===== config.mk =====
export PLATFORM = sky130hd
export DESIGN_NAME = sgn_pipe_mul
export DESIGN_NICKNAME = d
export VERILOG_FILES = /design/src/rtl/sgn_mul_pkg.sv /design/src/rtl/spm_skew_chain.sv /design/src/rtl/spm_csa_row.sv /design/src/rtl/spm_merge_stage.sv /design/src/rtl/sgn_pipe_mul.sv
export SDC_FILE = /design/constraint.sdc
export NUM_CORES = 1
export LEC_CHECK = 0
export ABC_AREA = 1
export BUFFER_PORTS_ARGS = -buffer_cell sky130_fd_sc_hd__buf_4
export CAP_MARGIN = 25
export CORE_UTILIZATION = 35
export CTS_CLUSTER_SIZE = 28
export DETAILED_ROUTE_END_ITERATION = 8
export SLEW_MARGIN = 20
export SYNTH_ARGS = -nofsm -noshare
export SYNTH_HDL_FRONTEND = slang
export SYNTH_HIERARCHICAL = 1
export SYNTH_SLANG_ARGS = --single-unit

===== constraint.sdc =====
create_clock -name clk -period 4.9 [get_ports clk]
set_clock_uncertainty 0.05 [all_clocks]
set_input_delay 0.245 -clock clk [delete_from_list [all_inputs] [get_ports clk]]
set_output_delay 0.245 -clock clk [all_outputs]
set_load 0.01 [all_outputs]

===== src/rtl/sgn_mul_pkg.sv =====
package sgn_mul_pkg;

  // One bit of a sign-corrected partial product: a_j * b_i, inverted when
  // exactly one of the two factors is a sign bit.
  function automatic logic pp_bit(input logic a_j, input logic b_i,
                                  input int j, input int i, input int w);
    logic t;
    t = a_j & b_i;
    if ((j == w - 1) != (i == w - 1)) t = ~t;
    return t;
  endfunction

  // Constant correction: ones at weight w and weight 2w-1.
  function automatic logic bias_bit(input int k, input int w);
    return (k == w) || (k == 2 * w - 1);
  endfunction

  function automatic logic fa_sum(input logic x, input logic y, input logic z);
    return x ^ y ^ z;
  endfunction

  function automatic logic fa_carry(input logic x, input logic y, input logic z);
    return (x & y) | (x & z) | (y & z);
  endfunction

endpackage


===== src/rtl/spm_skew_chain.sv =====
module spm_skew_chain #(
  parameter int DEPTH = 1
) (
  input  logic clk,
  input  logic rst_n,
  input  logic d,
  output logic q
);
  logic st [DEPTH];

  always_ff @(posedge clk or negedge rst_n) begin
    if (!rst_n) begin
      for (int k = 0; k < DEPTH; k++) st[k] <= 1'b0;
    end else begin
      for (int k = DEPTH - 1; k > 0; k--) st[k] <= st[k-1];
      st[0] <= d;
    end
  end

  assign q = st[DEPTH-1];
endmodule


===== src/rtl/spm_csa_row.sv =====
module spm_csa_row
  import sgn_mul_pkg::*;
#(
  parameter int OPW = 8,
  parameter int ROW = 0
) (
  input  logic              clk,
  input  logic              rst_n,
  input  logic              v_i,
  input  logic [OPW-1:0]    a_i,
  input  logic              b_bit,
  input  logic [2*OPW-1:0]  s_i,
  input  logic [2*OPW-1:0]  c_i,
  output logic              v_o,
  output logic [OPW-1:0]    a_o,
  output logic [2*OPW-1:0]  s_o,
  output logic [2*OPW-1:0]  c_o
);
  localparam int PW = 2 * OPW;
  localparam int AW = (OPW > 1) ? $clog2(OPW) : 1;

  logic [PW-1:0] pp_vec, s_n, c_n;

  always_comb begin
    pp_vec = '0;
    for (int k = 0; k < PW; k++) begin
      if (k >= ROW && k < ROW + OPW)
        pp_vec[k] = pp_bit(a_i[AW'(k - ROW)], b_bit, k - ROW, ROW, OPW);
    end
  end

  always_comb begin
    c_n = '0;
    s_n = '0;
    for (int k = 0; k < PW; k++) begin
      s_n[k] = fa_sum(s_i[k], c_i[k], pp_vec[k]);
      if (k < PW - 1) c_n[k+1] = fa_carry(s_i[k], c_i[k], pp_vec[k]);
    end
  end

  always_ff @(posedge clk or negedge rst_n) begin
    if (!rst_n) begin
      v_o <= 1'b0;
      a_o <= '0;
      s_o <= '0;
      c_o <= '0;
    end else begin
      v_o <= v_i;
      a_o <= a_i;
      s_o <= s_n;
      c_o <= c_n;
    end
  end

  // Named view: carry positions that must be empty once this row is done.
  logic [ROW:0] settled_carry;
  assign settled_carry = c_o[ROW:0];

  // positions up to ROW are final, so no carry may remain there.
  a_r1_settled_carry_zero: assert property (
    @(posedge clk) disable iff (!rst_n) settled_carry == '0);

  generate
    if (ROW > 0) begin : g_deskew_chk
      // bits settled by earlier rows ride through unchanged (deskew lane).
      a_r2_settled_bits_held: assert property (
        @(posedge clk) disable iff (!rst_n)
        1'b1 |=> s_o[ROW-1:0] == $past(s_i[ROW-1:0]));
    end
  endgenerate
endmodule


===== src/rtl/spm_merge_stage.sv =====
module spm_merge_stage
  import sgn_mul_pkg::*;
#(
  parameter int OPW = 8,
  parameter int MB  = 3,
  parameter int IDX = 0
) (
  input  logic           clk,
  input  logic           rst_n,
  input  logic           v_i,
  input  logic [OPW-1:0] lo_i,
  input  logic [OPW-1:0] sh_i,
  input  logic [OPW-1:0] ch_i,
  input  logic [OPW-1:0] r_i,
  input  logic           cy_i,
  output logic           v_o,
  output logic [OPW-1:0] lo_o,
  output logic [OPW-1:0] sh_o,
  output logic [OPW-1:0] ch_o,
  output logic [OPW-1:0] r_o,
  output logic           cy_o
);
  localparam int LO = IDX * MB;
  localparam int HI = (LO + MB < OPW) ? LO + MB : OPW;

  logic [OPW-1:0] r_n;
  logic           cy_n;

  always_comb begin
    r_n  = r_i;
    cy_n = cy_i;
    for (int k = 0; k < OPW; k++) begin
      if (k >= LO && k < HI) begin
        r_n[k] = fa_sum(sh_i[k], ch_i[k], cy_n);
        cy_n   = fa_carry(sh_i[k], ch_i[k], cy_n);
      end
    end
  end

  always_ff @(posedge clk or negedge rst_n) begin
    if (!rst_n) begin
      v_o  <= 1'b0;
      lo_o <= '0;
      sh_o <= '0;
      ch_o <= '0;
      r_o  <= '0;
      cy_o <= 1'b0;
    end else begin
      v_o  <= v_i;
      lo_o <= lo_i;
      sh_o <= sh_i;
      ch_o <= ch_i;
      r_o  <= r_n;
      cy_o <= cy_n;
    end
  end

  // the low product half is held in deskew registers through the merge.
  a_r2_low_half_deskewed: assert property (
    @(posedge clk) disable iff (!rst_n) 1'b1 |=> lo_o == $past(lo_i));

  generate
    if (IDX > 0) begin : g_done_chk
      // chunks merged in earlier stages are held, not recomputed.
      a_r2_merged_chunks_held: assert property (
        @(posedge clk) disable iff (!rst_n)
        1'b1 |=> r_o[LO-1:0] == $past(r_i[LO-1:0]));
    end
  endgenerate
endmodule


===== src/rtl/sgn_pipe_mul.sv =====
module sgn_pipe_mul
  import sgn_mul_pkg::*;
#(
  parameter int OPW        = 8,
  parameter int MERGE_BITS = 3
) (
  input  logic               clk,
  input  logic               rst_n,
  input  logic               in_valid,
  input  logic [OPW-1:0]     in_a,
  input  logic [OPW-1:0]     in_b,
  output logic               out_valid,
  output logic [2*OPW-1:0]   out_prod
);
  localparam int PW      = 2 * OPW;
  localparam int MSTAGES = (OPW + MERGE_BITS - 1) / MERGE_BITS;
  localparam int LATENCY = 1 + OPW + MSTAGES;

  // Array pipeline: index r holds the state entering row r.
  logic           v_pl [OPW+1];
  logic [OPW-1:0] a_pl [OPW+1];
  logic [PW-1:0]  s_pl [OPW+1];
  logic [PW-1:0]  c_pl [OPW+1];
  logic           b_sk [OPW];

  // Input register for the multiplicand and the valid tag.
  always_ff @(posedge clk or negedge rst_n) begin
    if (!rst_n) begin
      v_pl[0] <= 1'b0;
      a_pl[0] <= '0;
    end else begin
      v_pl[0] <= in_valid;
      a_pl[0] <= in_a;
    end
  end

  assign s_pl[0] = '0;
  always_comb begin
    c_pl[0] = '0;
    for (int k = 0; k < PW; k++) c_pl[0][k] = bias_bit(k, OPW);
  end

  generate
    for (genvar r = 0; r < OPW; r++) begin : g_row
      spm_skew_chain #(.DEPTH(r + 1)) u_skew (
        .clk(clk), .rst_n(rst_n), .d(in_b[r]), .q(b_sk[r]));

      spm_csa_row #(.OPW(OPW), .ROW(r)) u_row (
        .clk(clk), .rst_n(rst_n),
        .v_i(v_pl[r]), .a_i(a_pl[r]), .b_bit(b_sk[r]),
        .s_i(s_pl[r]), .c_i(c_pl[r]),
        .v_o(v_pl[r+1]), .a_o(a_pl[r+1]),
        .s_o(s_pl[r+1]), .c_o(c_pl[r+1]));
    end
  endgenerate

  // Merge pipeline: carry-propagate the upper half in chunks.
  logic           v_m  [MSTAGES+1];
  logic [OPW-1:0] lo_m [MSTAGES+1];
  logic [OPW-1:0] sh_m [MSTAGES+1];
  logic [OPW-1:0] ch_m [MSTAGES+1];
  logic [OPW-1:0] r_m  [MSTAGES+1];
  logic           cy_m [MSTAGES+1];

  assign v_m[0]  = v_pl[OPW];
  assign lo_m[0] = s_pl[OPW][OPW-1:0];
  assign sh_m[0] = s_pl[OPW][PW-1:OPW];
  assign ch_m[0] = c_pl[OPW][PW-1:OPW];
  assign r_m[0]  = '0;
  assign cy_m[0] = 1'b0;

  generate
    for (genvar m = 0; m < MSTAGES; m++) begin : g_merge
      spm_merge_stage #(.OPW(OPW), .MB(MERGE_BITS), .IDX(m)) u_mrg (
        .clk(clk), .rst_n(rst_n),
        .v_i(v_m[m]), .lo_i(lo_m[m]), .sh_i(sh_m[m]), .ch_i(ch_m[m]),
        .r_i(r_m[m]), .cy_i(cy_m[m]),
        .v_o(v_m[m+1]), .lo_o(lo_m[m+1]), .sh_o(sh_m[m+1]), .ch_o(ch_m[m+1]),
        .r_o(r_m[m+1]), .cy_o(cy_m[m+1]));
    end
  endgenerate

  assign out_valid = v_m[MSTAGES];
  assign out_prod  = {r_m[MSTAGES], lo_m[MSTAGES]};

  // Named event: the array has finished and the low half must be carry-free.
  logic [OPW-1:0] array_low_carry;
  assign array_low_carry = c_pl[OPW][OPW-1:0];

  // after the last row, no carry may remain in the settled low half.
  a_r1_array_low_carry_clear: assert property (
    @(posedge clk) disable iff (!rst_n) array_low_carry == '0);

  // the valid tag is always a known value.
  a_r4_valid_known: assert property (
    @(posedge clk) disable iff (!rst_n) !$isunknown(out_valid));

  // a valid product never carries unknown bits.
  a_r2_product_known: assert property (
    @(posedge clk) disable iff (!rst_n) out_valid |-> !$isunknown(out_prod));

  // the pipeline depth is 12 for the default operand width.
  initial begin
    if (OPW == 8 && MERGE_BITS == 3)
      a_r2_depth_twelve: assert (LATENCY == 12);
  end
endmodule


=== Word-level counts from Yosys, hierarchy flattened ===
Cells that the tools add are included.
W data, S select, Z words.

* Register bits: 280
* Latch bits: 0
* RAM bits: 0
* Memory bits (read-only): 0
* Input port bits: 19
* Output and inout port bits: 17
* Word-level logic and storage cells: 328
* Memories: 0

* Add/subtract/negate cells: 0
* $mul: 0
* Div/mod/pow operators: 0
* Magnitude comparators: 0
* Eq/ne operators: 0
* Shift-type cells: 0
* Mux-type cells: 0
* Bitwise gates (word level): 245
* Reductions and logical operators: 0

{| class="wikitable"
|+ Operators with widths
! kind !! number
|-
| $and A1 B1 Y1 || 118
|-
| $xor A1 B1 Y1 || 60
|-
| $or A1 B1 Y1 || 54
|-
| $not A1 Y1 || 13
|}

=== Longest topological paths before layout ===
Gate-level depths: netlist (run 1).

* Depth after elaboration: 9
* Gate-level depth with buffers: 7
* Mapped depth without buffers: 7

=== Modules after synthesis ===
Netlist (run 1), hierarchy kept.

{| class="wikitable"
|+ By module, submodules not included
! module !! times used !! cells each !! area each (sq um) !! seq. area each (sq um)
|-
| spm_csa_row (g_row[0].u_row ...) || 7 || 86 || 1,338.8 || 1,001.0
|-
| spm_merge_stage (g_merge[0].u_mrg ...) || 2 || 47 || 948.4 || 850.8
|-
| spm_csa_row (g_row[7].u_row) || 1 || 98 || 1,383.8 || 1,001.0
|-
| spm_merge_stage (g_merge[2].u_mrg) || 1 || 44 || 920.9 || 850.8
|-
| sgn_pipe_mul || 1 || 11 || 232.7 || 225.2
|-
| spm_skew_chain (g_row[7].u_skew) || 1 || 8 || 200.2 || 200.2
|-
| spm_skew_chain (g_row[6].u_skew) || 1 || 7 || 175.2 || 175.2
|-
| spm_skew_chain (g_row[5].u_skew) || 1 || 6 || 150.1 || 150.1
|-
| spm_skew_chain (g_row[4].u_skew) || 1 || 5 || 125.1 || 125.1
|-
| spm_skew_chain (g_row[3].u_skew) || 1 || 4 || 100.1 || 100.1
|-
| spm_skew_chain (g_row[2].u_skew) || 1 || 3 || 75.1 || 75.1
|-
| spm_skew_chain (g_row[1].u_skew) || 1 || 2 || 50.0 || 50.0
|-
| spm_skew_chain (g_row[0].u_skew) || 1 || 1 || 25.0 || 25.0
|}

=== Worst setup path after synthesis (run 1) ===
OpenSTA, ideal clock, no wires.

* Path kind: register to register
* Start point: register g_row[7].u_row.s_o[8]
* End point: register g_merge[0].u_mrg.r_o[2]
* Library setup time: 0.114 ns
* Arrival time: 1.517 ns
* Data required time: 4.736 ns
* Setup slack: 3.219 ns
* Cell stages (with the launch flop): 8
* Buffers on the path: 0
* Clock period less this slack: 1.681 ns
* Cells stage by stage: dfrtp_1 inv_1 fa_1 inv_1 fa_1 inv_1 fa_1 inv_1

* Longest elaborated chain between the ends: 5
* Elaborated cells between the ends (all ways): 6
* Those cells by class: bitwise (6)

{| class="wikitable"
|+ Ends and longest elaborated chain
! what !! line !! RTL
|-
| start: declaration || spm_csa_row.sv:16 || <nowiki>output logic [2*OPW-1:0] s_o,</nowiki>
|-
| start signal: assignment || spm_csa_row.sv:50 || <nowiki>s_o <= s_n;</nowiki>
|-
| $and A1 B1 Y1 * || sgn_mul_pkg.sv:23 || <nowiki>return (x & y) | (x & z) | (y & z);</nowiki>
|-
| $and A1 B1 Y1 || sgn_mul_pkg.sv:23 ||
|-
| $or A1 B1 Y1 || sgn_mul_pkg.sv:23 ||
|-
| $or A1 B1 Y1 * || sgn_mul_pkg.sv:23 ||
|-
| $xor A1 B1 Y1 * || sgn_mul_pkg.sv:19 || <nowiki>return x ^ y ^ z;</nowiki>
|-
| via g_merge[0].u_mrg.r_n[2] || spm_merge_stage.sv:26 || <nowiki>logic [OPW-1:0] r_n;</nowiki>
|-
| end signal: assignment || spm_merge_stage.sv:53 || <nowiki>r_o <= r_n;</nowiki>
|-
| end: declaration || spm_merge_stage.sv:20 || <nowiki>output logic [OPW-1:0] r_o,</nowiki>
|}

Mark *: on every way through the listed nets, which the timed path passes. The rest lies on a longest branch.

=== Worst setup path in the final report (run 1) ===
* Start point: register g_merge[0].u_mrg.sh_o[3]
* End point: register g_merge[1].u_mrg.r_o[5]

* Longest elaborated chain between the ends: 7
* Elaborated cells between the ends (all ways): 9
* Those cells by class: bitwise (9)

{| class="wikitable"
|+ Ends and longest elaborated chain
! what !! line !! RTL
|-
| start: declaration || spm_merge_stage.sv:18 || <nowiki>output logic [OPW-1:0] sh_o,</nowiki>
|-
| start signal: assignment || spm_merge_stage.sv:51 || <nowiki>sh_o <= sh_i;</nowiki>
|-
| $and A1 B1 Y1 || sgn_mul_pkg.sv:23 ||
|-
| $or A1 B1 Y1 * (2 in series) || sgn_mul_pkg.sv:23 ||
|-
| $and A1 B1 Y1 || sgn_mul_pkg.sv:23 ||
|-
| $or A1 B1 Y1 || sgn_mul_pkg.sv:23 ||
|-
| $or A1 B1 Y1 * || sgn_mul_pkg.sv:23 ||
|-
| $xor A1 B1 Y1 * || sgn_mul_pkg.sv:19 ||
|-
| via g_merge[1].u_mrg.r_n[5] || spm_merge_stage.sv:26 ||
|-
| end signal: assignment || spm_merge_stage.sv:53 ||
|-
| end: declaration || spm_merge_stage.sv:20 ||
|}

Marks and branches as above.

==> impl_metrics.env, run 1 <==
export IMPL_status="completed"
export IMPL_p_sw_mw=1.785
export IMPL_worst_path_most_repeated_cell="inv_1"
export IMPL_hpwl_um=7182
export IMPL_powerDensity_mw_per_mm2=525.5
export IMPL_grt_pass1_vias=5491
export IMPL_cts_buffer_depth=3
export IMPL_fp_dieArea_mm2=0.03637
export IMPL_pwr_share_comb=0.108
export IMPL_clkPwrFrac=0.374
export IMPL_timing_hold_worst_path_depth=0
export IMPL_reg2reg_to="g_merge[1].u_mrg/r_o[5]"
export IMPL_fin_crit_sh=0.3500
export IMPL_num_io_pins=36
export IMPL_finalNonFillerCells=1389
export IMPL_min_period_ns=1.715
export IMPL_syn_avg_cell_area_um2=15.72
export IMPL_ys_warn_count=6
export IMPL_coreArea_mm2=0.03480
export IMPL_area_growth_pct=18.99
export IMPL_seqPwrFrac=0.518
export IMPL_gr_usage_met2=0.1369
export IMPL_io_buffers=31
export IMPL_gr_usage_met1=0.08581
export IMPL_antenna_found_initial=0
export IMPL_finalNetCount=1054
export IMPL_grt_most_used_layer="met2"
export IMPL_cts_root_buffer="clkbuf_16"
export IMPL_ant_nets=0
export IMPL_max_vdd_ir_drop_mv=0.2182
export IMPL_worst_r2r_path_depth=7
export IMPL_cap_violations=0
export IMPL_die_y_um=190.7
export IMPL_hp_class="register to register"
export IMPL_cts_tree="yes"
export IMPL_critPathLaunchType="register"
export IMPL_cts_clk_slew_worst_paths_ns=0.06
export IMPL_vias_per_cell=3.678
export IMPL_dp_cells=1308
export IMPL_fp_dieW_um=190.7
export IMPL_path_delay_family="adder cells"
export IMPL_fmax_mhz=583.1
export IMPL_grt_max_degree=111
export IMPL_p_leak_nw=7.790
export IMPL_critPathMaxStageDelay_ns=0.48
export IMPL_cp_data_required_time_ns=5.25
export IMPL_met3_usage=0.02264
export IMPL_layout_drive_gt1_share=0.1006
export IMPL_rows=68
export IMPL_cts_buffers=38
export IMPL_cts_max_level=2
export IMPL_gp_congestion=0.6502
export IMPL_report_final_slew_viol_count=0
export IMPL_worstSetupEndpointType="register"
export IMPL_cts_setup_buffers=0
export IMPL_dr_pass1_iters=4
export IMPL_crit_path_cell_trace="inv_1 -> fa_1 -> inv_1 -> fa_1 -> inv_1 -> fa_1 -> inv_1"
export IMPL_grt_usage=0.07859
export IMPL_wire_per_inst_um=8.985
export IMPL_netlist_instances=793
export IMPL_drtIter0Drc=173
export IMPL_grt_pass1_wl_um=23400
export IMPL_setup_tns_final_ns=0
export IMPL_path_class="register to register"
export IMPL_netlist_area_mm2=0.01246
export IMPL_p_sw_frac=0.2290
export IMPL_crit_buf_inv=4
export IMPL_cp_slowest_cell="fa_1"
export IMPL_final_cell_mix="378 x dfrtp_1, 215 x inv_1, 88 x ha_1"
export IMPL_p_int_mw=6.009
export IMPL_grt_overflow=0
export IMPL_crit_fanout=1
export IMPL_cp_endpoint="g_merge[1].u_mrg/r_o[5]"
export IMPL_vias=5109
export IMPL_layout_commonest_cell="dfrtp_1"
export IMPL_rsz0062_at_grt="false"
export IMPL_arrival_ns=2.07
export IMPL_detail_route_wirelength_um=12480
export IMPL_initial_core_util=0.3582
export IMPL_crit_path_start="g_merge[0].u_mrg/sh_o[3]"
export IMPL_diodes=0
export IMPL_finalHoldViolCount=0
export IMPL_route_detailed_drc=0
export IMPL_timing_rr_start="g_merge[0].u_mrg/sh_o[3]"
export IMPL_worst_path_stages=7
export IMPL_clock_sinks=378
export IMPL_setup_viol=0
export IMPL_regToRegSetupSlack_ns=3.18
export IMPL_tightest_slew_ns=0.7604
export IMPL_clk_latency_ns=0.52
export IMPL_relSlewSlack=0.4930
==> through the flow <==
stage | setup WS (ns) | hold WS (ns) | utilization | cell area (um^2) | power, mW
finish | 3.185 | 0.2841 | 0.4262 | 14830 | 7.793
floorplan | 3.240 | -0.1006 | - | 12590 | 4.607
CTS | 3.110 | 0.2785 | 0.4262 | 14830 | 7.966
global placement | 3.171 | 0.2824 | 0.3849 | 13390 | 4.917
global route | 2.919 | 0.2928 | 0.4262 | 14830 | 8.326
detailed placement | 3.144 | 0.2847 | 0.3849 | 13390 | 4.966
==> layout make-up <==
class	count	area (um^2)
multi-input cells	226	2270
flip-flops and latches	378	9459
well taps	455	569.3
fillers	3071	19970
inverters	215	807.0
repair buffers	48	427.9
clock inverters	12	172.7
clock buffers	55	1126
==> layer usage <==
layer / vias to the layer above / wire length, um / part of all wire
li1: 2452 / - / -
met2: 71 / 6332 / 0.51
met3: 30 / 650 / 0.052
met4: 0 / 414 / 0.033
met1: 2556 / 5083 / 0.41
met5: - / 0 / 0
==> sequential cells by signal, summed over array words and instances, names as in the netlist <==
register	flops
g_row.u_row/s_o	128
g_row.u_row/c_o	113
g_row.u_row/a_o	28
g_row.u_skew/st	28
g_merge.u_mrg/lo_o	24
g_merge.u_mrg/r_o	17
g_row.u_row/v_o	8
g_row.u_skew/q	8
g_merge.u_mrg/ch_o	7
g_merge.u_mrg/sh_o	7
a_pl	4
g_merge.u_mrg/v_o	3
g_merge.u_mrg/cy_o	2
v_pl	1
==> worst min path at each step <==
stage / endpoint / from
2_1_floorplan: a_pl[64] / rst_n
3_3_place_gp: g_row[7].u_skew/st[7] / rst_n
3_5_place_dp: g_merge[1].u_mrg/lo_o[3] / g_merge[0].u_mrg/lo_o[3]
4_1_cts: g_row[6].u_skew/q / g_row[6].u_skew/st[1]
5_1_grt: g_row[7].u_skew/st[2] / g_row[7].u_skew/st[3]
6_report: g_row[6].u_skew/q / g_row[6].u_skew/st[1]
==> power groups by stage <==
stage | sequential (mW) | combinational, mW | clock (mW)
floorplan | 4.09 | 0.517 | 0
global placement | 4.09 | 0.830 | 0
detailed placement | 4.11 | 0.858 | 0
CTS | 4.05 | 0.880 | 3.03
global route | 4.11 | 1.06 | 3.16
finish | 4.04 | 0.839 | 2.92
==> timing repair <==
action / CTS / global route
endpoints found under the hold margin: 110 / 0
hold buffers: 14 / 0
gates resized for setup: 0 / 0
(Power assumes the default switching activity.)
==> run 2, diff against run 1 <==
- ABC_AREA: 1 -> 0
- clock period: 4.9 -> 1.7 ns (I/O delays scaled with it)
==> run 2 against run 1 <==
Die area down 0.68%. Synthesized area down 0.68%. Count of clock-buffer cells in the layout up 4. Core utilization up 0.15 points. Critical path type unchanged. Critical endpoint is now g_merge[0].u_mrg/r_o[2]. Highest routed layer unchanged.
==> impl_metrics.env, run 2 <==
export IMPL_grt_pass1_wl_um=24490
export IMPL_fin_crit_sh=0.9895
export IMPL_final_cell_mix="378 x dfrtp_1, 189 x inv_1, 88 x ha_1"
export IMPL_cp_data_required_time_ns=2.05
export IMPL_largest_reg_flops=128
export IMPL_dr_pass1_iters=3
export IMPL_path_class="register to register"
export IMPL_crit_path_cell_trace="inv_2 -> fa_2 -> inv_2 -> fa_1 -> inv_1 -> fa_1 -> inv_1"
export IMPL_status="completed"
export IMPL_report_final_slew_viol_count=0
export IMPL_layout_drive_gt1_share=0.1182
export IMPL_fp_dieW_um=190.1
export IMPL_grt_overflow=0
export IMPL_diodes=0
export IMPL_post_route_util=0.4278
export IMPL_cp_endpoint="g_merge[0].u_mrg/r_o[2]"
export IMPL_worst_slack_ns=0.01791
export IMPL_finalNonFillerCells=1360
export IMPL_fmax_mhz=594.5
export IMPL_rsz0062_at_grt="true"
export IMPL_cts_root_buffer="clkbuf_16"
export IMPL_rows=68
export IMPL_drtIter0Drc=176
export IMPL_grt_usage=0.08243
export IMPL_largest_register="g_row.u_row/s_o"
export IMPL_detail_route_wirelength_um=12870
export IMPL_io_buffers=31
export IMPL_fill_cells=3080
export IMPL_vias=5048
export IMPL_crit_path_start="g_row[7].u_row/s_o[8]"
export IMPL_seq_area_mm2=0.009459
export IMPL_dp_cells=1274
export IMPL_regToRegSetupSlack_ns=0.02
export IMPL_area_growth_pct=19.95
export IMPL_ant_nets=0
export IMPL_hpwl_um=7871
export IMPL_multi_input_area_mm2=0.002260
export IMPL_dp_slack_ns=-0.05076
export IMPL_netlist_area_mm2=0.01238
export IMPL_cts_max_level=2
export IMPL_crit_buf_inv=4
export IMPL_min_from="in_a[3]"
export IMPL_worst_path_stages=7
export IMPL_cts_tree="yes"
export IMPL_worst_r2r_path_depth=7
export IMPL_hp_class="input port to register"
export IMPL_cp_slowest_cell="fa_1"
export IMPL_gp_congestion=0.6389
export IMPL_ys_warn_count=6
export IMPL_clock_sinks=378
export IMPL_layout_commonest_cell="dfrtp_1"
export IMPL_finalHoldViolCount=0
export IMPL_vias_per_cell=3.712
export IMPL_netlist_instances=757
export IMPL_antenna_found_initial=0
export IMPL_total_power_mw=22.66
export IMPL_fp_dieArea_mm2=0.03613
export IMPL_syn_avg_cell_area_um2=16.35
export IMPL_num_io_pins=36
export IMPL_critPathLaunchType="register"
export IMPL_coreArea_mm2=0.03471
export IMPL_whs_ns=0.1714
export IMPL_die_y_um=190.1
export IMPL_p_leak_nw=7.724
export IMPL_grt_pass1_vias=5664
export IMPL_cap_violations=0
export IMPL_route_detailed_drc=0
export IMPL_powerDensity_mw_per_mm2=1526
export IMPL_cts_setup_buffers=0
export IMPL_crit_fanout=1
export IMPL_arrival_ns=2.04
export IMPL_min_period_ns=1.682
export IMPL_reg_top3="g_row.u_row/s_o: 128 flops, g_row.u_row/c_o: 113 flops"
export IMPL_max_vdd_ir_drop_mv=0.7248
export IMPL_timing_rr_start="g_row[7].u_row/s_o[8]"
export IMPL_critPathMaxStageDelay_ns=0.47
export IMPL_setup_viol=0
export IMPL_reg2reg_to="g_merge[0].u_mrg/r_o[2]"
export IMPL_initial_core_util=0.3566
export IMPL_cts_buffer_depth=3
export IMPL_finalNetCount=1023
export IMPL_path_delay_family="adder cells"
export IMPL_clk_latency_ns=0.51
export IMPL_wire_per_inst_um=9.464
export IMPL_cts_clk_slew_worst_paths_ns=0.06
export IMPL_cts_buffers=40
export IMPL_worstSetupEndpointType="register"
export IMPL_grt_max_degree=85
## run 2: where the power goes
part / leakage (nW) / switching, mW / internal, mW
Sequential: 4.55 / 0.586 / 11.1
Clock: 0.651 / 3.22 / 5.24
Combinational: 2.52 / 1.42 / 1.09
Total: 7.72 / 5.23 / 17.4
## run 2: repair_timing
action / CTS / global route
resized for setup: 8 / 1
pin swaps: 2 / 1
endpoints found under the setup margin: 2 / 21
hold buffers: 15 / 1
cloned: 0 / 0
hold endpoints to repair: 391 / 19
## run 2: worst min-delay path by stage
stage                                       end  slack, ns  cells after the start
final                                  a_pl[67]       0.17                      2
after global routing      g_row[2].u_skew/st[2]       0.15                      2
after CTS                 g_row[4].u_skew/st[4]       0.14                      2
after detailed placement  g_row[7].u_skew/st[3]      -0.08                      1
after global placement    g_row[7].u_skew/st[3]      -0.08                      1
after floorplan                        a_pl[64]      -0.26                      0
## run 2: routing by layer
| layer | wire (um) | share of wire | up-vias | track usage |
|---|---|---|---|---|
| met5 | 0 | 0 | - | 0 |
| met4 | 497 | 0.039 | 0 | 0.04125 |
| met3 | 647 | 0.050 | 36 | 0.02140 |
| met2 | 6496 | 0.50 | 69 | 0.1460 |
| met1 | 5230 | 0.41 | 2557 | 0.09121 |
| li1 | - | - | 2386 | - |
## run 2: cell type report
| cell class | instances | share of cell area |
|---|---|---|
| well taps | 455 | 0.03834 |
| inverters | 195 | 0.04929 |
| clock inverters | 12 | 0.01003 |
| flip-flops and latches | 378 | 0.6370 |
| multi-input cells | 208 | 0.1522 |
| clock buffers | 59 | 0.07912 |
| repair buffers | 53 | 0.03404 |
## run 2: stage by stage
stage / cell area, um^2 / TNS [ns]
final: 14850 / 0
after CTS: 14850 / -0.0009930
after global placement: 13370 / -0.01574
after floorplan: 12500 / 0
after global routing: 14850 / -0.05322
after detailed placement: 13370 / -0.08137
